$ cat config.mk
export PLATFORM = sky130hd
export DESIGN_NAME = geo_cell_source
export DESIGN_NICKNAME = d
export VERILOG_FILES = /design/src/rtl/fs_pkg.sv /design/src/rtl/fs_lfsr_bank.sv /design/src/rtl/fs_slot_timer.sv /design/src/rtl/fs_arrival_pick.sv /design/src/rtl/geo_cell_source.sv
export SDC_FILE = /design/constraint.sdc
export NUM_CORES = 1
export LEC_CHECK = 0
export BUFFER_PORTS_ARGS = -buffer_cell sky130_fd_sc_hd__buf_2
export CAP_MARGIN = 20
export CORE_MARGIN = 2
export CORE_UTILIZATION = 41
export CTS_CLUSTER_SIZE = 20
export DETAILED_ROUTE_END_ITERATION = 16
export PLACE_DENSITY = 0.62
export SKIP_CTS_REPAIR_TIMING = 1
export SLEW_MARGIN = 10
export SYNTH_ARGS = -nofsm -noshare
export SYNTH_HDL_FRONTEND = slang
export SYNTH_SLANG_ARGS = --single-unit
$ cat constraint.sdc
create_clock -name clk -period 2.1 [get_ports clk]
set_input_delay 0.21 -clock clk [delete_from_list [all_inputs] [get_ports clk]]
set_output_delay 0.21 -clock clk [all_outputs]
set_load 0.02 [all_outputs]
$ cat src/rtl/fs_pkg.sv
package fs_pkg;
  typedef enum logic {
    SRC_RANDOM   = 1'b0,
    SRC_PERIODIC = 1'b1
  } src_mode_e;

  localparam logic TAG_BACKGROUND = 1'b0;
  localparam logic TAG_FLOW       = 1'b1;
endpackage

$ cat src/rtl/fs_lfsr_bank.sv
module fs_lfsr_bank #(
  parameter int LFSR_W = 127,
  parameter int WORD_W = 16,
  parameter int TAP    = 1,
  parameter logic [LFSR_W-1:0] DEF_SEED = 127'h3A5C_96E1_0F7B_D248_1C6F_A359_E70B_4D2,
  parameter logic [LFSR_W-1:0] ZERO_SUB = 127'h1
) (
  input  logic              clk,
  input  logic              rst_n,
  input  logic              adv,
  input  logic              load,
  input  logic [LFSR_W-1:0] seed,
  output logic [WORD_W-1:0] word
);
  localparam int KEEP_W = LFSR_W - WORD_W;

  logic [LFSR_W-1:0] state_q;
  logic [WORD_W-1:0] fresh_bits;
  logic [LFSR_W-1:0] jumped;
  logic [LFSR_W-1:0] seed_fix;

  // each new sequence bit depends only on bits already in the window
  genvar j;
  generate
    for (j = 0; j < WORD_W; j++) begin : g_fb
      assign fresh_bits[j] = state_q[j] ^ state_q[j+TAP];
    end
  endgenerate

  assign jumped   = {fresh_bits, state_q[LFSR_W-1:WORD_W]};
  assign seed_fix = (seed == '0) ? ZERO_SUB : seed;
  assign word     = state_q[WORD_W-1:0];

  always_ff @(posedge clk or negedge rst_n) begin
    if (!rst_n)    state_q <= DEF_SEED;
    else if (load) state_q <= seed_fix;
    else if (adv)  state_q <= jumped;
  end


  lfsr_nonzero_chk: assert property (@(posedge clk) disable iff (!rst_n)
    state_q != '0);

  lfsr_hold_chk: assert property (@(posedge clk) disable iff (!rst_n)
    (!adv && !load) |=> $stable(state_q));

  initial begin
    if (KEEP_W <= TAP) $error("word width too large for tap");
  end
endmodule

$ cat src/rtl/fs_slot_timer.sv
module fs_slot_timer #(
  parameter int PER_W      = 4,
  parameter int DEF_PERIOD = 4
) (
  input  logic             clk,
  input  logic             rst_n,
  input  logic             adv,
  input  logic             clr,
  input  logic [PER_W-1:0] period,
  output logic             fire
);
  localparam logic [PER_W-1:0] DEF_P = PER_W'(DEF_PERIOD);

  function automatic logic [PER_W-1:0] eff_period(input logic [PER_W-1:0] p);
    return (p == '0) ? DEF_P : p;
  endfunction

  function automatic logic [PER_W-1:0] next_count(input logic [PER_W-1:0] c,
                                                  input logic [PER_W-1:0] p);
    return (c >= p - 1'b1) ? '0 : c + 1'b1;
  endfunction

  logic [PER_W-1:0] cnt_q;
  logic [PER_W-1:0] eff_per;

  assign eff_per = eff_period(period);
  assign fire    = (cnt_q == '0);

  always_ff @(posedge clk or negedge rst_n) begin
    if (!rst_n)   cnt_q <= '0;
    else if (clr) cnt_q <= '0;
    else if (adv) cnt_q <= next_count(cnt_q, eff_per);
  end


  cnt_bound_chk: assert property (@(posedge clk) disable iff (!rst_n)
    (adv && !clr) |=> (cnt_q < $past(eff_per)));

  cnt_hold_chk: assert property (@(posedge clk) disable iff (!rst_n)
    (!adv && !clr) |=> $stable(cnt_q));
endmodule

$ cat src/rtl/fs_arrival_pick.sv
module fs_arrival_pick
  import fs_pkg::*;
#(
  parameter int WORD_W = 16
) (
  input  src_mode_e         mode,
  input  logic [WORD_W-1:0] word,
  input  logic [WORD_W-1:0] thresh,
  input  logic              fire,
  output logic              hit,
  output logic              tag
);
  always_comb begin
    if (mode == SRC_PERIODIC) begin
      hit = fire;
      tag = fire ? TAG_FLOW : TAG_BACKGROUND;
    end else begin
      hit = (word < thresh);
      tag = TAG_BACKGROUND;
    end
  end
endmodule

$ cat src/rtl/geo_cell_source.sv
module geo_cell_source
  import fs_pkg::*;
#(
  parameter int LFSR_W     = 127,
  parameter int WORD_W     = 16,
  parameter int TAP        = 1,
  parameter int PER_W      = 4,
  parameter int DEF_PERIOD = 4
) (
  input  logic              clk,
  input  logic              rst_n,
  input  logic              src_en,
  input  logic              seed_load,
  input  logic [LFSR_W-1:0] seed_val,
  input  logic              periodic_mode,
  input  logic [WORD_W-1:0] rate_thresh,
  input  logic [PER_W-1:0]  period_sel,
  output logic              cell_valid,
  output logic              cell_tag
);
  logic [WORD_W-1:0] slot_word;
  logic              slot_fire;
  logic              slot_hit;
  logic              slot_tag;
  logic              slot_adv;
  src_mode_e         mode_sel;

  assign slot_adv = src_en && !seed_load;
  assign mode_sel = periodic_mode ? SRC_PERIODIC : SRC_RANDOM;

  fs_lfsr_bank #(.LFSR_W(LFSR_W), .WORD_W(WORD_W), .TAP(TAP)) u_lfsr (
    .clk(clk), .rst_n(rst_n), .adv(slot_adv), .load(seed_load),
    .seed(seed_val), .word(slot_word)
  );

  fs_slot_timer #(.PER_W(PER_W), .DEF_PERIOD(DEF_PERIOD)) u_timer (
    .clk(clk), .rst_n(rst_n), .adv(slot_adv), .clr(seed_load),
    .period(period_sel), .fire(slot_fire)
  );

  fs_arrival_pick #(.WORD_W(WORD_W)) u_pick (
    .mode(mode_sel), .word(slot_word), .thresh(rate_thresh),
    .fire(slot_fire), .hit(slot_hit), .tag(slot_tag)
  );

  always_ff @(posedge clk or negedge rst_n) begin
    if (!rst_n) begin
      cell_valid <= 1'b0;
      cell_tag   <= 1'b0;
    end else begin
      cell_valid <= slot_adv && slot_hit;
      cell_tag   <= slot_adv && slot_tag;
    end
  end


  idle_quiet_chk: assert property (@(posedge clk) disable iff (!rst_n)
    !src_en |=> !cell_valid);

  zero_rate_chk: assert property (@(posedge clk) disable iff (!rst_n)
    (slot_adv && !periodic_mode && rate_thresh == '0) |=> !cell_valid);

  tag_needs_cell_chk: assert property (@(posedge clk) disable iff (!rst_n)
    cell_tag |-> cell_valid);

  periodic_tag_chk: assert property (@(posedge clk) disable iff (!rst_n)
    (slot_adv && periodic_mode) |=> (cell_valid == cell_tag));

  load_quiet_chk: assert property (@(posedge clk) disable iff (!rst_n)
    seed_load |=> !cell_valid);
endmodule

==> results of run 1 <==
==> cells by family after synthesis <==
group / synth area share (%)
xor+xnor: 2.12
buf+inv: 4.10
compound gates: 12.3
flops: 48.5
fa+ha+maj: 3.92
simple gates: 13.2
mux: 15.8
==> sequential cells by signal (all words and copies together) (netlist names) <==
signal and count:
cell_tag 1, cell_valid 1, u_lfsr.state_q 127, u_timer.cnt_q 4
==> stage by stage <==
step	hold slack (ps)	instances	area, um^2	utilization (%)
finish	12.7	1104	8590	51.6
global route	18.0	1104	8590	51.6
CTS	-234	1103	8580	51.6
detailed placement	218	1071	8050	48.3
global placement	212	1071	8050	48.3
floorplan	-85.6	728	7020	-
==> critical path: cells and delay by family (launching register included) <==
kind / cells / cell delay [ps]
compound gates: 4 / 720
simple gates: 1 / 140
flops: 1 / 400
fa+ha+maj: 1 / 260
buf+inv: 1 / 80
==> cells in the final DEF (no fill, tap or decap), types with 3 or more instances in the layout <==
master and n:
inv_1 23, a21oi_1 11, buf_12 5, xnor2_1 16, nor2_1 4, o21ai_0 149
buf_2 150, dfrtp_1 70, ha_1 22, nand2_1 150, nor3_1 4, buf_4 10
mux2i_1 111, dfstp_2 63, nor4_1 33, clkbuf_8 5, clkbuf_16 17, nand4_1 10
clkinv_2 4, clkbuf_1 6, nor2b_1 3
==> power groups by stage <==
stage	registers (mW)	clock network (mW)	logic, mW
2_1_floorplan	3.09	0	0.632
3_3_place_gp	3.21	0	1.02
3_5_place_dp	3.21	0	1.03
4_1_cts	3.17	2.76	1.04
5_1_grt	3.20	2.88	1.17
6_report	3.18	2.70	1.03
==> final timing paths <==
path / start / to / slack [ps] / depth (start not counted)
min reg2reg: u_timer.cnt_q[0] / u_timer.cnt_q[0] / 560 / 1
min in group asynchronous: rst_n / u_lfsr.state_q[35] / 310 / 2
max reg2reg: u_timer.cnt_q[0] / u_timer.cnt_q[0] / 410 / 7
max in group asynchronous: rst_n / u_lfsr.state_q[121] / 1140 / 3
max: u_timer.cnt_q[0] / u_timer.cnt_q[0] / 410 / 7
min: seed_val[68] / u_lfsr.state_q[68] / 10 / 3
==> layer usage <==
metal | vias up | global-route usage (%) | part of all wire (%)
met5 | - | 0 | 0
met4 | 0 | 6.55 | 1.2
met3 | 18 | 4.20 | 4.5
met2 | 158 | 36.2 | 48
met1 | 2762 | 32.1 | 47
li1 | 2843 | - | -
==> cells in the mapped netlist <==
cell type | n | area (um^2)
nor4_2 | 1 | 12.5
nand4_1 | 10 | 62.6
a21oi_1 | 11 | 55.1
o31a_1 | 1 | 8.76
buf_2 | 8 | 40.0
a211oi_1 | 1 | 7.51
buf_4 | 5 | 37.5
dfstp_2 | 63 | 1660
xnor2_1 | 16 | 140
o21a_1 | 1 | 7.51
o2111ai_1 | 2 | 17.5
nor2_1 | 4 | 15.0
nor3_1 | 4 | 20.0
a21o_1 | 1 | 7.51
nand2b_1 | 2 | 12.5
mux2i_1 | 111 | 1110
ha_1 | 22 | 275
inv_1 | 23 | 86.3
a31o_1 | 1 | 8.76
clkbuf_1 | 30 | 113
nor2b_1 | 3 | 18.8
buf_6 | 1 | 11.3
nand2_1 | 150 | 563
nand3_1 | 2 | 10.0
nor4_1 | 33 | 206
dfrtp_1 | 70 | 1750
or3_1 | 1 | 6.26
o21ai_0 | 149 | 746
xor2_1 | 1 | 8.76
o211ai_1 | 1 | 7.51
==> cell type report <==
type	instances	area, um^2
Clock inverter	4	20.0
Sequential cell	133	3410
Tap cell	220	275
Timing Repair Buffer	168	958
Fill cell	1576	8050
Clock buffer	28	517
Multi-Input combinational cell	528	3330
Inverter	23	86.3
==> flow_metrics.py, run 1 <==
metrics = {
    "timing": {
        "max_freq_ghz": 0.593,
        "setup-tns-final_ps": 0,
        "drv_slew": 0,
        "slew_headroom_pct": 47.6,
        "hold_violations": 0,
        "fin_ws_ps": 414,
        "fin_crit_sh_pct": 80.3,
        "tightest_slew_ps": 780,
        "min_period_ps": 1690,
        "fin_worst_skew_ps": 7.00,
        "setup_violations": 0,
        "rsz0062_at_grt": "no",
    },
    "finish": {
        "nets": 1045,
        "syn_to_final_growth_pct": 22.3,
        "antennaDiodeCount": 0,
        "drive_gt1_share_pct": 29.1,
    },
    "setup_path": {
        "slowest_delay_ps": 400,
        "crit_slowest_cell": "dfrtp_1",
        "arrival_ps": 2010,
        "critPathRequiredTime_ps": 2430,
        "critPathLaunchType": "register",
        "end_kind": "register",
        "cp_cell_sequence": "inv_1, ha_1, nand2b_1, a21o_1, a21oi_1, o21ai_0, o21ai_0",
        "critPathKind": "register to register",
        "crit_top_cell": "o21ai_0",
        "path_max_fanout": 5,
    },
    "clocking": {
        "clk-insertion-delay-late_ps": 420,
        "cts-root-buf": "clkbuf_16",
        "clk_pin_slew_worst_paths_ps": 60,
        "clockBufferDepth": 2,
        "cts_made_buffers": 17,
        "htreeDepth": 4,
        "cts_tree": "yes",
        "cts_sinks": 133,
    },
    "logic_synthesis": {
        "netlist_instances": 728,
        "synth_warnings": 0,
        "syn_area_per_cell_um2": 9.65,
        "synthesis.area_um2": 7020,
        "ys_ff_latch": 133,
        "synth_nets": 902,
        "synth.yosys.seq_area_share_pct": 48.5,
        "synthDistinctLibCells": 30,
    },
    "power": {
        "leakagePower_nw": 4.05,
        "clkPwrFrac_pct": 39.1,
        "switching_power_mw": 1.85,
        "pwr-share-seq_pct": 46.0,
        "swShare_pct": 26.8,
        "internal_power_mw": 5.06,
        "power_frac_comb_pct": 14.9,
        "p_per_area_nw_per_um2": 804,
        "ir_drop_mv": 0.566,
        "power_mw": 6.91,
    },
    "placed_design": {
        "placement.io_buffers": 153,
        "detailed_place_hpwl_um": 15200,
        "gp_congestion": 0.852,
        "dp_slack_ps": 219,
    },
    "grt": {
        "grt_max_degree": 73,
        "grt_pass1_wl_um": 30900,
        "grt_usage_pct": 22.8,
        "grt_pass1_vias": 5609,
        "antenna_found_initial": 0,
        "gr-total-overflow": 0,
    },
    "detailed_routing": {
        "routed_wl_um": 20000,
        "ant_nets": 0,
        "firstDrtPassIters": 5,
        "drt-wirelength-per-cell_um": 18.1,
        "via_per_inst": 5.24,
        "drc": 0,
        "vias": 5781,
        "drtIter0Drc": 441,
    },
    "die": {
        "fp.coreArea_um2": 16600,
        "die_h_um": 135,
        "num_rows": 47,
        "start_util_pct": 42.2,
        "die_area_um2": 18200,
        "chipWidth_um": 135,
        "pin_count": 154,
    },
    "worst_hold_path": {
        "hold_path_class": "input pin to register",
    },
    "run_status": {
        "outcome": "finished, final reports clean",
    },
    "job": {
        "max-cap-violations": 0,
    },
}
Note: power is estimated with default switching activity, not from simulation.
==> inputs of run 2 (changes only) <==
--- a/config.mk
+++ b/config.mk
@@ -11,7 +11,7 @@
 export CORE_UTILIZATION = 41
 export CTS_CLUSTER_SIZE = 20
 export DETAILED_ROUTE_END_ITERATION = 16
-export PLACE_DENSITY = 0.62
+export PLACE_DENSITY = 0.64
 export SKIP_CTS_REPAIR_TIMING = 1
 export SLEW_MARGIN = 10
 export SYNTH_ARGS = -nofsm -noshare
==> constraint.sdc (replaced) <==
create_clock -name clk -period 1.5 [get_ports clk]
set_input_delay 0.15 -clock clk [delete_from_list [all_inputs] [get_ports clk]]
set_output_delay 0.15 -clock clk [all_outputs]
set_load 0.02 [all_outputs]
==> flow_metrics.py, run 2 (synthesized netlist as in run 1, its figures left out) <==
metrics = {
    "detailed_routing": {
        "routed_wl_um": 21000,
        "vias": 6292,
        "firstDrtPassIters": 7,
        "ant_nets": 0,
        "via_per_inst": 5.15,
        "drc": 0,
        "drt-wirelength-per-cell_um": 17.2,
        "drtIter0Drc": 450,
    },
    "finish": {
        "largest_reg_flops": 127,
        "syn_to_final_growth_pct": 39.2,
        "multi_input_area_um2": 3410,
        "most-common-layout-cells": "nand2_1, buf_2, o21ai_0",
        "fillerInstances": 1429,
        "antennaDiodeCount": 0,
        "nets": 1162,
        "seqCellArea_um2": 3410,
        "layout_top_registers": "u_lfsr.state_q x127, u_timer.cnt_q x4",
        "drive_gt1_share_pct": 32.2,
        "regMostFlops": "u_lfsr.state_q",
    },
    "setup_path": {
        "critPathRequiredTime_ps": 1860,
        "critPathLaunchType": "register",
        "endpoint": "cell_valid",
        "path_max_fanout": 2,
        "r2r-end": "cell_valid",
        "arrival_ps": 1860,
        "reg2reg_depth": 6,
        "end_kind": "register",
        "r2r_setup_slack_ps": -4,
        "critPathKind": "register to register",
        "r2r_start": "u_lfsr.state_q[10]",
        "crit_start": "u_lfsr.state_q[10]",
    },
    "power": {
        "leakagePower_nw": 4.61,
        "ir_drop_mv": 0.822,
        "p_per_area_nw_per_um2": 1040,
    },
    "timing": {
        "rsz0062_at_grt": "yes",
        "fin_ws_ps": -4.00,
        "fin_crit_sh_pct": 100,
        "tightest_slew_ps": 490,
        "max_freq_ghz": 0.665,
        "worst_hold_slack_ps": -38.2,
        "min_period_ps": 1500,
        "setup_violations": 1,
        "drv_slew": 0,
        "fin_worst_skew_ps": 10.8,
        "slew_headroom_pct": 67.0,
        "hold_violations": 30,
    },
    "clocking": {
        "cts_made_buffers": 17,
        "cts_sinks": 133,
        "cts_tree": "yes",
        "htreeDepth": 4,
        "cts-root-buf": "clkbuf_16",
        "clk_pin_slew_worst_paths_ps": 50,
        "clk-insertion-delay-late_ps": 420,
        "clockBufferDepth": 2,
    },
    "grt": {
        "grt_usage_pct": 22.8,
        "antenna_found_initial": 0,
        "grt_pass1_vias": 5892,
        "gr-total-overflow": 0,
        "grt_max_degree": 121,
        "grt_pass1_wl_um": 31500,
    },
    "die": {
        "num_rows": 47,
        "die_area_um2": 18200,
        "fp.coreArea_um2": 16600,
        "chipWidth_um": 135,
        "die_h_um": 135,
        "start_util_pct": 42.2,
        "pin_count": 154,
    },
    "placed_design": {
        "dp_slack_ps": -192,
        "detailed_place_hpwl_um": 15100,
        "gp_congestion": 0.826,
        "placement.io_buffers": 153,
    },
    "run_status": {
        "violations": "negative hold slack, negative setup slack",
        "outcome": "finished, violations left",
    },
    "worst_hold_path": {
        "hold_path_class": "input pin to register",
    },
    "job": {
        "max-cap-violations": 0,
    },
}
## run 2: report_power, final
group / switching [mW] / internal (mW) / leakage [nW]
clock: 1.46 / 2.45 / 0.272
sequential: 0.296 / 4.10 / 1.52
combinational: 0.907 / 0.925 / 2.82
total: 2.67 / 7.48 / 4.61
## run 2: layout make-up
cell class,instances,share of cell area (%)
clock buffer,28,5.18
inverter,23,0.883
timing repair buffer,285,20.9
clock inverter,4,0.461
tap,220,2.82
sequential,133,34.9
multi-input combinational,528,34.9
## run 2: critical path: stages (launching register included)
cell,delay [ps]
dfstp_2,540
ha_1,240
nand2_1,70
o21a_1,160
o211ai_1,120
o21ai_2,170
a31o_1,140
## run 2: worst min path at each step
stage	to	slack, ps	cells past startpoint	start
3_3_place_gp	u_lfsr.state_q[122]	170	2	rst_n
3_5_place_dp	u_lfsr.state_q[116]	170	2	rst_n
5_1_grt	u_lfsr.state_q[15]	-5	3	seed_val[15]
4_1_cts	u_lfsr.state_q[5]	-280	2	rst_n
6_report	u_lfsr.state_q[33]	-40	3	seed_val[33]
2_1_floorplan	cell_tag	-150	0	rst_n
## run 2: per-layer routing
| layer | share of wire [%] | up-vias | GRT usage [%] |
|---|---|---|---|
| met5 | 0 | - | 0 |
| met4 | 2.2 | 0 | 8.65 |
| met3 | 5.5 | 30 | 4.20 |
| met2 | 47 | 224 | 35.4 |
| met1 | 45 | 2955 | 32.0 |
| li1 | - | 3083 | - |
## run 2: metrics by stage
stage	TNS (ps)	power [mW]	instance area (um^2)	util [%]	cells
6_report	-4.00	10.1	9770	58.7	1221
3_3_place_gp	-668	6.05	8500	51.1	1124
2_1_floorplan	0	5.22	7030	-	728
3_5_place_dp	-780	6.08	8500	51.1	1124
4_1_cts	-281	9.99	9050	54.4	1156
5_1_grt	-62.5	10.6	9770	58.7	1221
==> inputs of run 3 (changes only) <==
--- a/config.mk
+++ b/config.mk
@@ -11,7 +11,7 @@
 export CORE_UTILIZATION = 41
 export CTS_CLUSTER_SIZE = 20
 export DETAILED_ROUTE_END_ITERATION = 16
-export PLACE_DENSITY = 0.64
+export PLACE_DENSITY = 0.62
 export SKIP_CTS_REPAIR_TIMING = 1
 export SLEW_MARGIN = 10
 export SYNTH_ARGS = -nofsm -noshare
==> constraint.sdc (replaced) <==
create_clock -name clk -period 1.6 [get_ports clk]
set_input_delay 0.16 -clock clk [delete_from_list [all_inputs] [get_ports clk]]
set_output_delay 0.16 -clock clk [all_outputs]
set_load 0.02 [all_outputs]
==> flow_metrics.py, run 3 (synthesized netlist as in run 1, its figures left out) <==
metrics = {
    "finish": {
        "antennaDiodeCount": 0,
        "regMostFlops": "u_lfsr.state_q",
        "fillerInstances": 1511,
        "final_cell_count_no_fill": 1184,
        "utilization_pct": 56.7,
        "drive_gt1_share_pct": 30.0,
        "syn_to_final_growth_pct": 34.4,
        "most-common-layout-cells": "nand2_1, buf_2, o21ai_0",
        "largest_reg_flops": 127,
        "layout_top_registers": "u_lfsr.state_q x127, u_timer.cnt_q x4",
        "nets": 1125,
    },
    "timing": {
        "setup_violations": 0,
        "rsz0062_at_grt": "yes",
        "min_period_ps": 1550,
        "max_freq_ghz": 0.647,
        "worst_hold_slack_ps": -36.5,
        "tightest_slew_ps": 667,
        "drv_slew": 0,
        "fin_worst_skew_ps": 8.16,
        "slew_headroom_pct": 55.1,
        "fin_crit_sh_pct": 96.6,
        "hold_violations": 31,
        "fin_ws_ps": 54.7,
    },
    "detailed_routing": {
        "drc": 0,
        "vias": 6085,
        "via_per_inst": 5.14,
        "routed_wl_um": 20600,
        "drtIter0Drc": 331,
        "ant_nets": 0,
        "firstDrtPassIters": 5,
        "drt-wirelength-per-cell_um": 17.4,
    },
    "placed_design": {
        "gp_congestion": 0.835,
        "dp.cells": 1095,
        "placement.io_buffers": 153,
        "detailed_place_hpwl_um": 15300,
        "dp_slack_ps": -209,
    },
    "setup_path": {
        "crit_slowest_cell": "dfstp_2",
        "critPathKind": "register to register",
        "slowest_delay_ps": 550,
        "critPathLaunchType": "register",
        "arrival_ps": 1910,
        "end_kind": "register",
        "cp_cell_sequence": "ha_4, o21ai_2, a21oi_1, o31a_1, o21ai_1, a31o_1",
        "path_max_fanout": 2,
        "critPathRequiredTime_ps": 1960,
        "crit_family": "compound AO/OA/AOI/OAI gates",
        "cp.buffers_inverters": 0,
    },
    "power": {
        "leakagePower_nw": 4.45,
        "ir_drop_mv": 0.807,
        "p_per_area_nw_per_um2": 1020,
    },
    "grt": {
        "gr-total-overflow": 0,
        "grt_usage_pct": 22.9,
        "busiest_layer": "met2",
        "grt_pass1_vias": 5910,
        "grtUsageMet3_pct": 4.50,
        "antenna_found_initial": 0,
        "grt_max_degree": 143,
        "grt_util_met2_pct": 37.2,
        "grt_util_met1_pct": 30.7,
        "grt_pass1_wl_um": 31300,
    },
    "run_status": {
        "outcome": "finished, violations left",
        "violations": "negative hold slack",
    },
    "die": {
        "num_rows": 47,
        "fp.coreArea_um2": 16600,
        "start_util_pct": 42.2,
        "pin_count": 154,
        "die_h_um": 135,
        "die_area_um2": 18200,
        "chipWidth_um": 135,
    },
    "clocking": {
        "cts_tree": "yes",
        "clockBufferDepth": 2,
        "cts_made_buffers": 17,
        "cts_sinks": 133,
        "htreeDepth": 4,
        "cts-root-buf": "clkbuf_16",
        "clk-insertion-delay-late_ps": 420,
        "clk_pin_slew_worst_paths_ps": 60,
    },
    "worst_hold_path": {
        "hold_path_class": "input pin to register",
    },
    "job": {
        "max-cap-violations": 0,
    },
}
## run 3: cell count changes in the layout (fill, tap and decap cells not counted), moves of 2 or more
| cell | delta |
|---|---|
| ha_4 | -3 |
| dlygate4sd3_1 | -7 |
| a21oi_1 | +2 |
| a21oi_2 | -2 |
| clkinv_2 | +4 |
| ha_1 | +3 |
| clkbuf_1 | -6 |
| o21ai_2 | -2 |
| buf_4 | -29 |
## run 3: final timing paths
path	cells after the start	slack [ps]	endpoint	startpoint
max	6	50	cell_valid	u_lfsr.state_q[1]
min	3	-40	u_lfsr.state_q[55]	seed_val[55]
min in group asynchronous	2	250	u_lfsr.state_q[30]	rst_n
min reg2reg	1	550	cell_tag	u_timer.cnt_q[3]
max in group asynchronous	3	680	u_lfsr.state_q[12]	rst_n
max reg2reg	6	50	cell_valid	u_lfsr.state_q[1]
## run 3: per-layer routing
metal	routed length [um]	up-vias
met5	0	-
met4	380	0
met3	841	26
met2	9940	149
met1	9440	2895
li1	-	3015
## run 3: cell type report
cell class	instances	area (um^2)	area share, %
Timing Repair Buffer	248	1740	18.4
Sequential cell	133	3410	36.1
Clock inverter	10	103	1.09
Tap cell	220	275	2.92
Inverter	23	86.3	0.915
Multi-Input combinational cell	528	3350	35.5
Clock buffer	22	484	5.13
## run 3: tightest hold or removal path, cell delays in order
cell and delay, ps:
buf_2 90, nand2_1 40, o21ai_0 60
## run 3: stage by stage
step / instance area, um^2 / power [mW] / TNS [ps]
after floorplan: 7020 / 4.89 / 0
after global placement: 8260 / 5.62 / -489
after detailed placement: 8260 / 5.64 / -543
after CTS: 8850 / 9.54 / -18.9
after global routing: 9440 / 10.1 / -48.2
final: 9440 / 9.63 / 0
## run 3: report_power, final
group / internal [mW] / leakage, nW / switching, mW
clock: 2.44 / 0.295 / 1.47
combinational: 0.784 / 2.63 / 0.816
sequential: 3.85 / 1.52 / 0.278
total: 7.07 / 4.45 / 2.56
